<file path="src/rtl/irq_flag_pkg.sv">
package irq_flag_pkg;

    // Per-source storage: visible flag plus an event held back during a read
    typedef struct packed {
        logic flag;
        logic pend;
    } lane_state_t;

    // Read sequencer state: a read window is open
    typedef struct packed {
        logic busy;
    } seq_state_t;

endpackage

</file>
<file path="src/rtl/irq_flag_lane.sv">
module irq_flag_lane
    import irq_flag_pkg::*;
(
    input  logic clk,
    input  logic rst_n,
    input  logic evt_i,
    input  logic defer_i,
    input  logic post_i,
    output logic flag_o,
    output logic pend_o
);

    lane_state_t state_d, state_q;

    always_comb begin
        state_d = state_q;
        if (post_i) begin
            // clearing edge: drop old flag, post deferred and coincident events
            state_d.flag = state_q.pend | evt_i;
            state_d.pend = 1'b0;
        end else if (defer_i) begin
            state_d.pend = state_q.pend | evt_i;
        end else begin
            state_d.flag = state_q.flag | evt_i;
        end
    end

    always_ff @(posedge clk or negedge rst_n) begin
        if (!rst_n) begin
            state_q <= '0;
        end else begin
            state_q <= state_d;
        end
    end

    assign flag_o = state_q.flag;
    assign pend_o = state_q.pend;

endmodule

</file>
<file path="src/rtl/irq_rd_seq.sv">
module irq_rd_seq
    import irq_flag_pkg::*;
(
    input  logic clk,
    input  logic rst_n,
    input  logic rd_i,
    output logic capture_o,
    output logic defer_o,
    output logic post_o,
    output logic busy_o
);

    seq_state_t state_d, state_q;

    always_comb begin
        state_d      = state_q;
        state_d.busy = rd_i;
        capture_o    = rd_i & ~state_q.busy;
        defer_o      = rd_i;
        post_o       = state_q.busy & ~rd_i;
    end

    always_ff @(posedge clk or negedge rst_n) begin
        if (!rst_n) begin
            state_q <= '0;
        end else begin
            state_q <= state_d;
        end
    end

    assign busy_o = state_q.busy;

endmodule

</file>
<file path="src/rtl/irq_flag_ctrl.sv">
module irq_flag_ctrl #(
    parameter int DATA_W    = 8,
    parameter int NUM_SRC   = 3,
    parameter int FIELD_LSB = 4,
    parameter int SUM_BIT   = 7
) (
    input  logic              clk,
    input  logic              rst_n,
    input  logic              evt_alarm_i,
    input  logic              evt_periodic_i,
    input  logic              evt_update_i,
    input  logic              cfg_we_i,
    input  logic [DATA_W-1:0] cfg_wdata_i,
    input  logic              stat_rd_i,
    output logic [DATA_W-1:0] stat_rdata_o,
    output logic              irq_n_o
);

    localparam int FIELD_MSB = FIELD_LSB + NUM_SRC - 1;

    typedef struct packed {
        logic [NUM_SRC-1:0] en;
        logic [DATA_W-1:0]  snap;
    } ctrl_state_t;

    ctrl_state_t state_d, state_q;

    logic [NUM_SRC-1:0] evt_vec;
    logic [NUM_SRC-1:0] flag_vec;
    logic [NUM_SRC-1:0] pend_vec;
    logic               rd_capture;
    logic               rd_defer;
    logic               rd_post;
    logic               rd_busy;
    logic               irq_act;

    // index 0 update-ended (bit 4), 1 alarm (bit 5), 2 periodic (bit 6)
    assign evt_vec = NUM_SRC'({evt_periodic_i, evt_alarm_i, evt_update_i});

    irq_rd_seq u_seq (
        .clk       (clk),
        .rst_n     (rst_n),
        .rd_i      (stat_rd_i),
        .capture_o (rd_capture),
        .defer_o   (rd_defer),
        .post_o    (rd_post),
        .busy_o    (rd_busy)
    );

    for (genvar g = 0; g < NUM_SRC; g++) begin : g_lane
        irq_flag_lane u_lane (
            .clk     (clk),
            .rst_n   (rst_n),
            .evt_i   (evt_vec[g]),
            .defer_i (rd_defer),
            .post_i  (rd_post),
            .flag_o  (flag_vec[g]),
            .pend_o  (pend_vec[g])
        );
    end

    assign irq_act = |(flag_vec & state_q.en);

    always_comb begin
        state_d = state_q;
        if (cfg_we_i) begin
            state_d.en = cfg_wdata_i[FIELD_MSB:FIELD_LSB];
        end
        if (rd_capture) begin
            state_d.snap                        = '0;
            state_d.snap[SUM_BIT]               = irq_act;
            state_d.snap[FIELD_MSB:FIELD_LSB]   = flag_vec;
        end
    end

    always_ff @(posedge clk or negedge rst_n) begin
        if (!rst_n) begin
            state_q <= '0;
        end else begin
            state_q <= state_d;
        end
    end

    assign stat_rdata_o = rd_busy ? state_q.snap : '0;
    assign irq_n_o      = ~irq_act;

endmodule

</file>
<file path="config.mk">
export PLATFORM = sky130hd
export DESIGN_NAME = irq_flag_ctrl
export DESIGN_NICKNAME = d
export VERILOG_FILES = /design/src/rtl/irq_flag_pkg.sv /design/src/rtl/irq_flag_lane.sv /design/src/rtl/irq_rd_seq.sv /design/src/rtl/irq_flag_ctrl.sv
export SDC_FILE = /design/constraint.sdc
export NUM_CORES = 1
export LEC_CHECK = 0
export BUFFER_PORTS_ARGS = -buffer_cell sky130_fd_sc_hd__clkbuf_2
export CORE_AREA = 2 2 39 41
export CTS_CLUSTER_SIZE = 16
export DETAILED_ROUTE_END_ITERATION = 6
export DIE_AREA = 0 0 41 43
export GPL_ROUTABILITY_DRIVEN = 0
export GPL_TIMING_DRIVEN = 1
export PLACE_DENSITY = 0.78
export SYNTH_ARGS = -nofsm -noshare
export SYNTH_HDL_FRONTEND = slang
export SYNTH_SLANG_ARGS = --single-unit
</file>
<file path="constraint.sdc">
create_clock -name clk -period 3.19 [get_ports clk]
set_input_delay 0.7975 -clock clk [delete_from_list [all_inputs] [get_ports clk]]
set_output_delay 0.7975 -clock clk [all_outputs]
set_load 0.01 [all_outputs]
</file>
==> impl_metrics.tcl, run 1 <==
set metrics [dict create \
    swShare_pct 25.1 \
    synth_edf_count 0 \
    h-tree-depth 1 \
    reg2reg_from "u_seq.busy_o" \
    ctsHoldBuffers 0 \
    grt_max_degree 15 \
    pin_count 24 \
    end_kind "primary output" \
    antenna_found_initial 0 \
    hpwlAfterDp_um 729 \
    core_area_mm2 0.00138 \
    synth_top_family_by_area "multiplexers" \
    setup_viol 0 \
    drive_gt1_share_pct 32.8 \
    area_delta_synth_final_pct 16.3 \
    dp_slack_ns 1.40 \
    num_antenna_cells 0 \
    synth-compound-area-share_pct 12.5 \
    vias_per_cell 4.96 \
    fin_setup_tns_ns 0 \
    drt_iter0_drc 4 \
    hold_viol 0 \
    grt_pass1_vias 376 \
    cts_sinks 14 \
    hold_path.class "in2async" \
    start_util_pct 45.6 \
    min_period_ns 2.08 \
    fin_crit_sh_pct 65.2 \
    route.detailed.drc 0 \
    clockBufferDepth 2 \
    powerDensity_mw_per_mm2 546 \
    wl_per_cell_um 11.7 \
    dieWidth_um 41 \
    p_int_w 0.000300 \
    fillers 128 \
    fin_ws_ns 1.11 \
    ys_ff_latch 14 \
    synthFlopType "dfrtp_1" \
    ys_types 20 \
    cts-root-buf "clkbuf_4" \
    rr_worst_depth 2 \
    insertion_delay_ns 0.29 \
    p_leak_nw 0.342 \
    finalNetCount 83 \
    yosys_warnings 0 \
    grt_remaining_overflow 0 \
    synth_most_common_cell "dfrtp_1" \
    grt_pass1_wl_mm 1.57 \
    design_area_um2 733 \
    synth.area.mux_share_pct 12.9 \
    drt_first_pass_iters 4 \
    reg2reg_to "state_q[4]" \
    avgSynthCellArea_um2 12.4 \
    cts_buffers 3 \
    die_area_mm2 0.00176 \
    setup.worst_path.start_class "register" \
    die_h_um 43 \
    finClkSkew_ns 0.00540 \
    reg2reg_slack_ns 1.98 \
    instances_no_fill 83 \
    path_max_fanout 3 \
    netlist_area_um2 631 \
    status "complete, no violations" \
    vias 412 \
    synth_top_area_share_pct 55.6 \
    wirelength_um 972 \
    synthAdderAreaFrac_pct 0 \
    antenna_left 0 \
    critPathLaunch "g_lane[0].u_lane.flag_o" \
    place_area_um2 697 \
    crit_path_cell_trace "a222oi_1 > clkbuf_2" \
    critPathMaxStageDelay_ns 0.40 \
    rows 14 \
    synthArstFlopShare_pct 100 \
    p_total_w 0.000400 \
    clockPowerShare_pct 32.2 \
    ctsResizeCount 0 \
    synth_area_leader_cell "dfrtp_1" \
    grt_setup_unrepaired "false" \
    pwr-share-comb_pct 14.7 \
    slew_viol_final 0 \
    drv_cap 0 \
    cts_tree "built" \
    yosys-top-cells-area "dfrtp_1 56%, mux2_2 5.4%, buf_4 4.8%" \
    sequentialPowerShare_pct 53.1 \
    synth_simple_gate_area_share_pct 11.1 \
    post_cts_buffers 0 \
    track_usage_pct 14.1 \
    ys_top_cells_by_count "14 x dfrtp_1, 4 x and2_1, 4 x buf_4, 4 x o21ai_0" \
    cp.required_ns 2.39 \
    max_freq_mhz 481 \
    synth_cells 51 \
    ir_drop_mv 0.273 \
    slowest_stage "dfrtp_1" \
    arrival_ns 1.28 \
    dp.cells 79 \
    synth_xor_area_share_pct 0 \
    endpoint "irq_n_o" \
    worstSetupPathType "reg2out" \
    synth-seq-area-share_pct 55.6 \
    power_switching_w 0.000101 \
    port_buffers 14 \
    path_clk_slew_ns 0.09 \
]
## kinds of logic (layout without fill, tap and decap cells)
| logic type | count (synthesis) | after routing |
|---|---|---|
| other cells | 1 | 4 |
| buf+inv | 8 | 21 |
| compound gates | 10 | 10 |
| mux | 7 | 7 |
| simple gates | 11 | 11 |
| flops | 14 | 14 |
## cell type report
class / instances / area [um^2] / area share (%)
tap: 16 / 20.0 / 2.73
multi-input combinational: 32 / 245 / 33.4
clock buffer: 4 / 36.3 / 4.95
inverter: 3 / 11.3 / 1.54
timing repair buffer: 14 / 70.1 / 9.56
sequential: 14 / 350 / 47.8
## worst max-delay path, delay by kind of cell, from the launching register on
family	cells	cell delay [ns]
buffers and inverters	1	0.20
AO/OA/AOI/OAI	1	0.39
flip-flops	1	0.40
## flip-flops by register name (all words and copies together), names as in the netlist
signal and count:
g_lane.u_lane.pend_o 3, g_lane.u_lane.flag_o 3, u_seq.busy_o 1, state_q 7
## cells in the final DEF (no fill, tap or decap), drive strengths merged
cell type and instances:
a222oi 1, a22o 1, and2 4, and2b 1
clkbuf 18, conb 4, dfrtp 14, inv 3
mux2 6, mux2i 1, nand2b 2, nor2b 1
nor3 2, nor4b 1, o21ai 4, o21ba 2
o32a 2
## metrics by stage
step                      hold WS [ns]  util, %
after floorplan                  0.456        -
after global placement           0.469     50.4
after detailed placement         0.488     50.4
after CTS                        0.404     53.0
after global routing             0.420     53.0
final                            0.393     53.0
## power by group through the flow
stage,clock [W],sequential (W),combinational (W)
final,0.000129,0.000213,0.0000586
after global routing,0.000138,0.000216,0.0000668
after CTS,0.000132,0.000213,0.0000601
after detailed placement,0,0.000217,0.0000599
after global placement,0,0.000216,0.0000579
after floorplan,0,0.000211,0.0000426
## routing by layer
metal  global-route usage [%]  part of all wire (%)
met5                        0                     0
met4                     10.0                   2.6
met3                     4.71                   5.9
met2                     19.7                    47
met1                     17.4                    45
## worst min-delay path by stage
stage                     startpoint                      end  slack (ns)  cells past startpoint
final                          rst_n  g_lane[1].u_lane.flag_o        0.39                      1
after global placement    state_q[6]               state_q[6]        0.47                      1
after CTS                      rst_n  g_lane[1].u_lane.flag_o        0.40                      1
after floorplan           state_q[5]               state_q[5]        0.46                      1
after global routing           rst_n  g_lane[1].u_lane.flag_o        0.42                      1
after detailed placement  state_q[6]               state_q[6]        0.49                      1
Power figures use the tool's default switching activity.
==> run 2, diff against run 1 <==
--- a/config.mk
+++ b/config.mk
@@ -5,14 +5,15 @@
 export SDC_FILE = /design/constraint.sdc
 export NUM_CORES = 1
 export LEC_CHECK = 0
+export ABC_AREA = 1
 export BUFFER_PORTS_ARGS = -buffer_cell sky130_fd_sc_hd__clkbuf_2
-export CORE_AREA = 2 2 39 41
+export CORE_MARGIN = 1
+export CORE_UTILIZATION = 46
 export CTS_CLUSTER_SIZE = 16
 export DETAILED_ROUTE_END_ITERATION = 6
-export DIE_AREA = 0 0 41 43
 export GPL_ROUTABILITY_DRIVEN = 0
 export GPL_TIMING_DRIVEN = 1
-export PLACE_DENSITY = 0.78
+export PLACE_DENSITY = 0.75
 export SYNTH_ARGS = -nofsm -noshare
 export SYNTH_HDL_FRONTEND = slang
 export SYNTH_SLANG_ARGS = --single-unit
==> constraint.sdc (replaced) <==
create_clock -name clk -period 2.2 [get_ports clk]
set_input_delay 0.55 -clock clk [delete_from_list [all_inputs] [get_ports clk]]
set_output_delay 0.55 -clock clk [all_outputs]
set_load 0.01 [all_outputs]
==> run 2 against run 1 <==
  * Worst setup slack lost 0.52 ns
  * Critical endpoint is now stat_rdata_o[4]
  * Core utilization grew 5.2 points
  * Sequential power grew 46%
  * Total power grew 47%
  * Cell count grew 42%
  * Register-to-register slack lost 0.75 ns
  * Wire length grew 13%
  * Worst hold slack lost 0.24 ns
  * Global-route usage grew 3.3 points
  * Count of clock-buffer cells in the layout is the same
  * Largest power group unchanged
==> impl_metrics.tcl, run 2 <==
set metrics [dict create \
    status "complete, no violations" \
    finalNetCount 119 \
    yosys_warnings 0 \
    avgSynthCellArea_um2 7.78 \
    path_max_fanout 7 \
    drv_cap 0 \
    path_clk_slew_ns 0.08 \
    synth-seq-area-share_pct 52.3 \
    reg2reg_from "u_seq.busy_o" \
    powerDensity_mw_per_mm2 759 \
    crit_path_cell_trace "nand2_1 > inv_1 > clkbuf_2" \
    route.detailed.drc 0 \
    grt_pass1_vias 435 \
    slew_viol_final 0 \
    drt_first_pass_iters 4 \
    cts-root-buf "clkbuf_4" \
    critPathTopFamily "flip-flops" \
    pwr-share-comb_pct 15.9 \
    ys_top_cells_by_count "34 x nand2_1, 14 x dfrtp_1, 14 x inv_1, 4 x buf_4, 4 x nand3_1" \
    setup_viol 0 \
    dp.cells 114 \
    clockPowerShare_pct 31.4 \
    reg2reg_to "state_q[4]" \
    finClkSkew_ns 0.000641 \
    power_switching_w 0.000161 \
    max_freq_mhz 620 \
    instances_no_fill 118 \
    h-tree-depth 1 \
    synthFlopType "dfrtp_1" \
    slowest_stage "dfrtp_1" \
    p_leak_nw 0.469 \
    cp.required_ns 1.65 \
    largest_reg_flops 7 \
    wirelength_mm 1.10 \
    final_common_cell "nand2_1" \
    grt_remaining_overflow 0 \
    grt_max_degree 15 \
    pin_count 24 \
    vias_per_cell 4.52 \
    synth_cells 86 \
    grt_setup_unrepaired "false" \
    end_kind "primary output" \
    drt_iter0_drc 8 \
    cts_buffers 3 \
    cts_sinks 14 \
    setup.worst_path.start_class "register" \
    track_usage_pct 17.4 \
    synth_most_common_cell "nand2_1" \
    reg2reg_slack_ns 1.23 \
    fin_util_pct 58.2 \
    ctsHoldBuffers 0 \
    fin_setup_tns_ns 0 \
    synth_edf_count 0 \
    cp.depth 3 \
    place_area_um2 739 \
    antenna_found_initial 0 \
    drive_gt1_share_pct 22.3 \
    insertion_delay_ns 0.28 \
    final_cell_mix "34 x nand2_1, 14 x inv_1, 14 x dfrtp_1, 14 x clkbuf_2" \
    path_buf_inv 2 \
    vias 533 \
    hold_path.class "in2async" \
    netlist_area_um2 669 \
    cts_tree "built" \
    die_h_um 40.1 \
    synth_top_area_share_pct 52.3 \
    hold_viol 0 \
    ir_drop_mv 0.462 \
    fin_crit_sh_pct 73.3 \
    antenna_left 0 \
    worstSetupPathType "reg2out" \
    regMostFlops "state_q" \
    ctsResizeCount 0 \
    yosys-top-cells-area "dfrtp_1 52%, nand2_1 19%, inv_1 7.9%" \
    synthArstFlopShare_pct 100 \
    grt_pass1_wl_mm 1.70 \
    min_period_ns 1.61 \
    rows 13 \
    wl_per_cell_um 9.31 \
    synth_area_leader_cell "dfrtp_1" \
    design_area_um2 776 \
    ys_types 13 \
    clockBufferDepth 2 \
    dieWidth_um 40.1 \
    die_area_mm2 0.00161 \
    ys_ff_latch 14 \
    critPathMaxStageDelay_ns 0.52 \
    post_cts_buffers 0 \
    sequentialPowerShare_pct 52.7 \
    start_util_pct 50.2 \
    arrival_ns 1.06 \
    rr_worst_depth 4 \
    area_delta_synth_final_pct 15.9 \
    port_buffers 14 \
    p_int_w 0.000427 \
    swShare_pct 27.4 \
    core_area_mm2 0.00133 \
    num_antenna_cells 0 \
    hpwlAfterDp_um 846 \
]
[run 2: power by group through the flow]
| stage | sequential, W | combinational [W] | clock (W) |
|---|---|---|---|
| 2_1_floorplan | 0.000310 | 0.0000664 | 0 |
| 3_3_place_gp | 0.000314 | 0.0000919 | 0 |
| 3_5_place_dp | 0.000316 | 0.0000952 | 0 |
| 4_1_cts | 0.000311 | 0.0000956 | 0.000193 |
| 5_1_grt | 0.000314 | 0.000112 | 0.000202 |
| 6_report | 0.000310 | 0.0000935 | 0.000185 |
[run 2: worst max path at each step]
stage	from	to	slack (ns)
4_1_cts	u_seq.busy_o	stat_rdata_o[4]	0.57
3_3_place_gp	u_seq.busy_o	stat_rdata_o[7]	0.90
5_1_grt	u_seq.busy_o	stat_rdata_o[5]	0.45
6_report	u_seq.busy_o	stat_rdata_o[4]	0.59
2_1_floorplan	g_lane[1].u_lane.flag_o	irq_n_o	1.03
3_5_place_dp	u_seq.busy_o	stat_rdata_o[4]	0.89
[run 2: kinds of logic (layout without fill, tap and decap cells)]
group           after synthesis  after routing  share of synthesized area, %
compound gates                9              9                          7.85
buf+inv                      21             35                          14.0
other cells                   1              4                         0.560
simple gates                 41             41                          25.2
flops                        14             14                          52.3
[run 2: metrics by stage]
stage / setup slack (ns) / hold WS, ns / power, W
global placement: 0.905 / 0.454 / 0.000406
finish: 0.587 / 0.153 / 0.000588
floorplan: 1.03 / 0.254 / 0.000376
global route: 0.450 / 0.174 / 0.000628
CTS: 0.568 / 0.157 / 0.000599
detailed placement: 0.891 / 0.467 / 0.000411
[run 2: layer usage]
| layer | GRT usage [%] | vias up | share of wire [%] |
|---|---|---|---|
| li1 | - | 292 | - |
| met1 | 19.4 | 220 | 46 |
| met5 | 0 | - | 0 |
| met3 | 5.00 | 4 | 4.1 |
| met2 | 26.6 | 17 | 46 |
| met4 | 15.5 | 0 | 3.9 |
[run 2: layout make-up]
class                   instances  area, um^2
inverters                      17        63.8
flip-flops and latches         14         350
fillers                       124         558
multi-input cells              54         236
well taps                      15        18.8
repair buffers                 14        70.1
clock buffers                   4        36.3
